--- config.mk ---
export PLATFORM = sky130hd
export DESIGN_NAME = pfwp_ctrl
export DESIGN_NICKNAME = d
export VERILOG_FILES = /design/src/rtl/pfwp_pkg.sv /design/src/rtl/pfwp_sync.sv /design/src/rtl/pfwp_timer.sv /design/src/rtl/pfwp_decode.sv /design/src/rtl/pfwp_ctrl.sv
export SDC_FILE = /design/constraint.sdc
export NUM_CORES = 1
export LEC_CHECK = 0
export BUFFER_PORTS_ARGS = -buffer_cell sky130_fd_sc_hd__buf_2
export CAP_MARGIN = 20
export CORE_ASPECT_RATIO = 1.5
export CORE_MARGIN = 3
export CORE_UTILIZATION = 45
export DETAILED_ROUTE_END_ITERATION = 12
export PLACE_DENSITY = 0.71
export SKIP_LAST_GASP = 1
export SYNTH_ARGS = -nofsm -noshare
export SYNTH_HDL_FRONTEND = slang
export SYNTH_SLANG_ARGS = --single-unit
--- constraint.sdc ---
create_clock -name clk -period 4 [get_ports clk]
set_input_delay 0.8 -clock clk [delete_from_list [all_inputs] [get_ports clk]]
set_output_delay 0.8 -clock clk [all_outputs]
set_load 0.005 [all_outputs]
--- src/rtl/pfwp_pkg.sv ---
package pfwp_pkg;
  typedef enum logic [1:0] {
    ST_RECOVER = 2'd0,
    ST_ACTIVE  = 2'd1,
    ST_DRAIN   = 2'd2,
    ST_PROT    = 2'd3
  } pf_state_e;

  function automatic int us_to_cyc(input int clk_hz, input int us);
    return (clk_hz / 1_000_000) * us;
  endfunction
endpackage

--- src/rtl/pfwp_sync.sv ---
module pfwp_sync #(
  parameter int   STAGES  = 2,
  parameter logic RST_VAL = 1'b1
) (
  input  logic clk,
  input  logic rst,
  input  logic d,
  output logic q
);
  logic [STAGES-1:0] sh;

  always_ff @(posedge clk) begin
    if (rst) sh <= {STAGES{RST_VAL}};
    else     sh <= {sh[STAGES-2:0], d};
  end

  assign q = sh[STAGES-1];
endmodule

--- src/rtl/pfwp_timer.sv ---
module pfwp_timer #(
  parameter int W = 8
) (
  input  logic         clk,
  input  logic         rst,
  input  logic         clr,
  input  logic         inc,
  output logic [W-1:0] cnt
);
  always_ff @(posedge clk) begin
    if (rst || clr) cnt <= '0;
    else if (inc)   cnt <= cnt + 1'b1;
  end
endmodule

--- src/rtl/pfwp_decode.sv ---
module pfwp_decode (
  input  logic clk,
  input  logic rst,
  input  logic allow,
  input  logic ce_n,
  input  logic we_n,
  input  logic oe_n,
  output logic arr_ce_n,
  output logic arr_we_n,
  output logic arr_oe_n,
  output logic dq_oe
);
  logic sel, wr, rd;

  always_comb begin
    sel = allow && !ce_n;
    wr  = sel && !we_n;
    rd  = sel && we_n && !oe_n;
  end

  always_ff @(posedge clk) begin
    if (rst) begin
      arr_ce_n <= 1'b1;
      arr_we_n <= 1'b1;
      arr_oe_n <= 1'b1;
      dq_oe    <= 1'b0;
    end else begin
      arr_ce_n <= !sel;
      arr_we_n <= !wr;
      arr_oe_n <= !rd;
      dq_oe    <= rd;
    end
  end
endmodule

--- src/rtl/pfwp_ctrl.sv ---
module pfwp_ctrl #(
  parameter int CLK_HZ    = 125_000_000,
  parameter int TWPT_US   = 10,
  parameter int REC_HI_US = 120_000,
  parameter int REC_LO_US = 85_000
) (
  input  logic clk,
  input  logic rst,
  input  logic pf_async,
  input  logic mode_lo,
  input  logic ce_n,
  input  logic we_n,
  input  logic oe_n,
  output logic arr_ce_n,
  output logic arr_we_n,
  output logic arr_oe_n,
  output logic dq_oe,
  output logic wp,
  output logic bk_armed
);
  import pfwp_pkg::*;

  localparam int TW_CYC  = us_to_cyc(CLK_HZ, TWPT_US);
  localparam int RH_CYC  = us_to_cyc(CLK_HZ, REC_HI_US);
  localparam int RL_CYC  = us_to_cyc(CLK_HZ, REC_LO_US);
  localparam int MAX_CYC = (RH_CYC > RL_CYC) ?
                           ((RH_CYC > TW_CYC) ? RH_CYC : TW_CYC) :
                           ((RL_CYC > TW_CYC) ? RL_CYC : TW_CYC);
  localparam int CW      = $clog2(MAX_CYC + 1);
  localparam logic [CW-1:0] TW_LIM = CW'(TW_CYC - 1);
  localparam logic [CW-1:0] RH_LIM = CW'(RH_CYC - 1);
  localparam logic [CW-1:0] RL_LIM = CW'(RL_CYC - 1);

  logic          pf_s;
  logic          clr, inc;
  logic [CW-1:0] cnt;
  logic [CW-1:0] rec_lim;
  pf_state_e     st, nxt;

  pfwp_sync #(.STAGES(2), .RST_VAL(1'b1)) u_sync (
    .clk(clk), .rst(rst), .d(pf_async), .q(pf_s)
  );

  pfwp_timer #(.W(CW)) u_tmr (
    .clk(clk), .rst(rst), .clr(clr), .inc(inc), .cnt(cnt)
  );

  assign rec_lim = mode_lo ? RL_LIM : RH_LIM;

  always_comb begin
    nxt = st;
    clr = 1'b0;
    inc = 1'b0;
    unique case (st)
      ST_RECOVER: begin
        if (pf_s) begin
          nxt = ST_PROT;
          clr = 1'b1;
        end else if (cnt == rec_lim) begin
          nxt = ST_ACTIVE;
          clr = 1'b1;
        end else begin
          inc = 1'b1;
        end
      end
      ST_ACTIVE: begin
        if (pf_s) begin
          clr = 1'b1;
          nxt = ce_n ? ST_PROT : ST_DRAIN;
        end
      end
      ST_DRAIN: begin
        if (ce_n || cnt == TW_LIM) begin
          nxt = ST_PROT;
          clr = 1'b1;
        end else begin
          inc = 1'b1;
        end
      end
      ST_PROT: begin
        if (!pf_s) begin
          nxt = ST_RECOVER;
          clr = 1'b1;
        end
      end
      default: nxt = ST_PROT;
    endcase
  end

  always_ff @(posedge clk) begin
    if (rst) begin
      st       <= ST_RECOVER;
      wp       <= 1'b1;
      bk_armed <= 1'b0;
    end else begin
      st       <= nxt;
      wp       <= (nxt == ST_RECOVER) || (nxt == ST_PROT);
      bk_armed <= bk_armed | !pf_s;
    end
  end

  pfwp_decode u_dec (
    .clk(clk), .rst(rst),
    .allow((nxt == ST_ACTIVE) || (nxt == ST_DRAIN)),
    .ce_n(ce_n), .we_n(we_n), .oe_n(oe_n),
    .arr_ce_n(arr_ce_n), .arr_we_n(arr_we_n),
    .arr_oe_n(arr_oe_n), .dq_oe(dq_oe)
  );
endmodule

==> implementation parameters <==
Parameter                              Value

Critical path
  Kind of end point of the critical path ... flip-flop
  Data arrival time of the critical path ... 2.81 ns
  Kind of launch point of the worst setup path ... input pin
  Classification of the worst setup path ... input pin to flip-flop
  Required time of the critical path ... 4.17 ns
  Maximum net fanout on the critical path ... 15

CTS
  Clock Tree Root ... sky130_fd_sc_hd__clkbuf_8
  Maximum count of clock buffers along a single path ... 2
  Number of resized instances in the post-cts repair step ... 0
  Number of sinks handled by clock tree synthesis ... 34
  Total number of H-tree levels ... 2
  Clock slew at reported path FFs ... roughly 0.07 ns
  Clock latency at the later pin of the worst-skew pair ... 0.28 ns
  Buffers inserted by post-CTS timing repair ... 0
  Cts-stage hold buffer count ... 0
  CTS tree ... done
  Num CTS Buffers ... 5

Placement
  Setup slack after placement ... about 1.1 ns
  Total instance count after detailed placement ... between 200 and 250
  Gp weighted congestion ... around 0.90
  Number of port buffers ... 12
  Final HPWL DP ... 2640 um
  Post-detailed-placement cell area ... between 1500 and 2000 sq um

Synth
  Area of the mapped netlist ... 1740 sq um
  Cell count after synthesis ... 202
  Number of enable-type register cells in the synthesized netlist ... 0
  Flop and latch count out of synthesis ... 34
  Sequential fraction of the synthesis area ... about two fifths
  Synthesis Warnings ... 0
  FFs w/ async S/R, synth ... 0%
  Net count of the mapped netlist ... 211
  Mapped Avg Cell Area ... around 8.6 sq um
  Distinct cell type count after synthesis ... 43
  Primary FF master, synth ... sky130_fd_sc_hd__dfxtp_1

STA
  Final worst slack ... between 1 and 1.5 ns
  Count of final setup violators ... 0
  Worst slew margin relative to its limit ... between 40% and 50%
  Period Utilization, post-route ... between 60 and 70%
  Fmax ... between 300 and 400 MHz
  Post-layout minimum cycle time ... 2.64 ns
  Final Hold Viols ... 0
  RSZ-0062 raised after global routing ... no
  Clock Skew ... between 0.003 and 0.004 ns
  Number of max-slew violations in the final report ... 0
  Setup TNS Final ... 0 ns
  Slew at the pin closest to its max-slew limit ... about 0.8 ns

Pwr
  Total power divided by cell area ... between 300 and 400 nW/um^2
  Cell leakage power ... around 0.61 nW
  Worst vdd ir ... approximately 0.23 mV

Floorplan
  Placeable Area ... 3720 sq um
  Core Rows ... 27
  Total die area ... between 4000 and 5000 sq um
  Die width ... approximately 57 um
  Die outline height ... 82.3 um
  Number of I/O pins ... 13
  Effective utilization at floorplan ... 46.9%

Routing
  Detailed-router iteration count before antenna repair ... 4
  Wire length per cell ... between 10 and 15 um
  Via count ... about 1,500
  Via count normalized by instance count ... 5.86
  DRC errors left ... 0
  Antenna viol nets, final ... 0
  Final routed wirelength across all metal layers ... approximately 3700 um
  Drt first-iter violations ... just under 60

Layout
  Layout cell share with drive strength beyond 1 ... between 10% and 20%
  Finished Core Util ... 51.3%
  Final nets ... 221
  Register area ... 681 sq um
  Multi-input gate area in the final layout ... approximately 990 sq um
  Number of diodes added for antenna fixing ... 0
  Filler Cells Inserted ... 364
  Post-synthesis to final-layout area growth ... 9.33%
  Final design instance area without fill ... 1910 sq um
  Final non-filler cell total ... between 200 and 300

Global route
  Vias in the first global route ... around 1,400
  Wire length of the first global-routing pass ... 6440 um
  Overall track demand over capacity in global routing ... about 18%
  Largest net degree at the start of global routing ... 25
  Number of antenna violations at the first check in global routing ... 0
  Total gr overflow ... 0

Run
  Count of max-cap constraint violations ... 0

Outcome
  Outcome ... finished clean

Worst hold path
  Class of the worst hold path ... flip-flop to flip-flop
[cell usage after synthesis, types with 3 or more instances]
cell type	number	area share, %
sky130_fd_sc_hd__and3_1	5	1.8
sky130_fd_sc_hd__o2111ai_1	4	2.0
sky130_fd_sc_hd__o21ai_0	6	1.7
sky130_fd_sc_hd__nand4bb_1	3	1.9
sky130_fd_sc_hd__nand3_1	10	2.9
sky130_fd_sc_hd__o21ai_1	8	2.3
sky130_fd_sc_hd__or4_1	3	1.3
sky130_fd_sc_hd__nor2b_1	3	1.1
sky130_fd_sc_hd__nand2_1	5	1.1
sky130_fd_sc_hd__and2_1	3	1.1
sky130_fd_sc_hd__or3_1	6	2.2
sky130_fd_sc_hd__inv_1	5	1.1
sky130_fd_sc_hd__clkbuf_1	5	1.1
sky130_fd_sc_hd__nor2_1	28	6.0
sky130_fd_sc_hd__nand4_1	5	1.8
sky130_fd_sc_hd__nor3_1	7	2.0
sky130_fd_sc_hd__xor2_1	17	8.5
sky130_fd_sc_hd__buf_2	4	1.1
sky130_fd_sc_hd__o211ai_1	3	1.3
sky130_fd_sc_hd__dfxtp_1	34	39
sky130_fd_sc_hd__nor4_1	3	1.1
sky130_fd_sc_hd__a21oi_1	7	2.0
[placed cells by master (no fill, tap or decap), types with 2 or more instances in the layout]
| master | count |
|---|---|
| sky130_fd_sc_hd__dfxtp_1 | 34 |
| sky130_fd_sc_hd__nor2_1 | 28 |
| sky130_fd_sc_hd__xor2_1 | 17 |
| sky130_fd_sc_hd__buf_2 | 12 |
| sky130_fd_sc_hd__nand3_1 | 10 |
| sky130_fd_sc_hd__o21ai_1 | 8 |
| sky130_fd_sc_hd__a21oi_1 | 7 |
| sky130_fd_sc_hd__nor3_1 | 7 |
| sky130_fd_sc_hd__o21ai_0 | 6 |
| sky130_fd_sc_hd__or3_1 | 6 |
| sky130_fd_sc_hd__clkbuf_8 | 6 |
| sky130_fd_sc_hd__inv_1 | 5 |
| sky130_fd_sc_hd__nand4_1 | 5 |
| sky130_fd_sc_hd__nand2_1 | 5 |
| sky130_fd_sc_hd__and3_1 | 5 |
| sky130_fd_sc_hd__o2111ai_1 | 4 |
| sky130_fd_sc_hd__nor4_1 | 3 |
| sky130_fd_sc_hd__and2_1 | 3 |
| sky130_fd_sc_hd__nor2b_1 | 3 |
| sky130_fd_sc_hd__nand4bb_1 | 3 |
| sky130_fd_sc_hd__or4_1 | 3 |
| sky130_fd_sc_hd__o211ai_1 | 3 |
| sky130_fd_sc_hd__or4bb_1 | 2 |
| sky130_fd_sc_hd__o21bai_2 | 2 |
| sky130_fd_sc_hd__nand2b_1 | 2 |
| sky130_fd_sc_hd__o31ai_1 | 2 |
| sky130_fd_sc_hd__xnor2_1 | 2 |
| sky130_fd_sc_hd__or2_2 | 2 |
| sky130_fd_sc_hd__ha_1 | 2 |
[stage by stage]
stage,hold slack [ns],power (mW)
final,0.420,0.643
after global routing,0.426,0.668
after CTS,0.423,0.652
after detailed placement,0.405,0.391
after global placement,0.394,0.391
after floorplan,0.389,0.379
[critical path, cell delays in order]
cell	delay, ns
sky130_fd_sc_hd__buf_2	0.14
sky130_fd_sc_hd__or4bb_1	0.51
sky130_fd_sc_hd__a2111oi_2	0.38
sky130_fd_sc_hd__a31oi_2	0.37
sky130_fd_sc_hd__o21ai_2	0.39
sky130_fd_sc_hd__or4_1	0.16
sky130_fd_sc_hd__a21oi_1	0.05
[routing by layer]
| layer | routed length [um] | GRT usage (%) |
|---|---|---|
| met3 | 196 | 4.20 |
| met5 | 0 | 0 |
| met4 | 123 | 10.7 |
| met1 | 1570 | 20.1 |
| met2 | 1800 | 30.6 |
[cells by family after synthesis]
| logic type | count (synthesis) | share of synthesized area [%] |
|---|---|---|
| xor+xnor | 19 | 9.54 |
| compound gates | 40 | 16.4 |
| fa+ha+maj | 2 | 1.43 |
| buf+inv | 15 | 3.95 |
| simple gates | 92 | 29.6 |
| flops | 34 | 39.0 |
[power breakdown]
group,internal (mW),switching (mW)
logic,0.0136,0.0210
clock network,0.139,0.122
registers,0.344,0.00461
total,0.496,0.147
[layout make-up]
cell class / count / area share [%]
Clock buffer: 7 / 4.53
Clock inverter: 1 / 0.262
Inverter: 5 / 0.984
Sequential cell: 34 / 35.7
Timing Repair Buffer: 13 / 3.54
Tap cell: 43 / 2.82
Multi-Input combinational cell: 153 / 52.2
[path summary, 6_finish.rpt]
| check | start | to | slack [ns] | cells past startpoint |
|---|---|---|---|---|
| max | mode_lo | u_tmr.cnt[12]$_SDFFE_PP0P_ | 1.36 | 7 |
| min | u_sync.sh[0]$_SDFF_PP1_ | u_sync.sh[1]$_SDFF_PP1_ | 0.42 | 1 |
| max reg2reg | u_tmr.cnt[9]$_SDFFE_PP0P_ | u_tmr.cnt[12]$_SDFFE_PP0P_ | 1.54 | 6 |
| min reg2reg | u_sync.sh[0]$_SDFF_PP1_ | u_sync.sh[1]$_SDFF_PP1_ | 0.42 | 1 |
[registers in the layout (all words and copies together), names as in the netlist]
| name | flops |
|---|---|
| bk_armed | 1 |
| st | 2 |
| u_dec.arr_ce_n | 1 |
| u_dec.arr_oe_n | 1 |
| u_dec.arr_we_n | 1 |
| u_dec.dq_oe | 1 |
| u_sync.sh | 2 |
| u_tmr.cnt | 24 |
| wp | 1 |
Power figures use the tool's default switching activity.
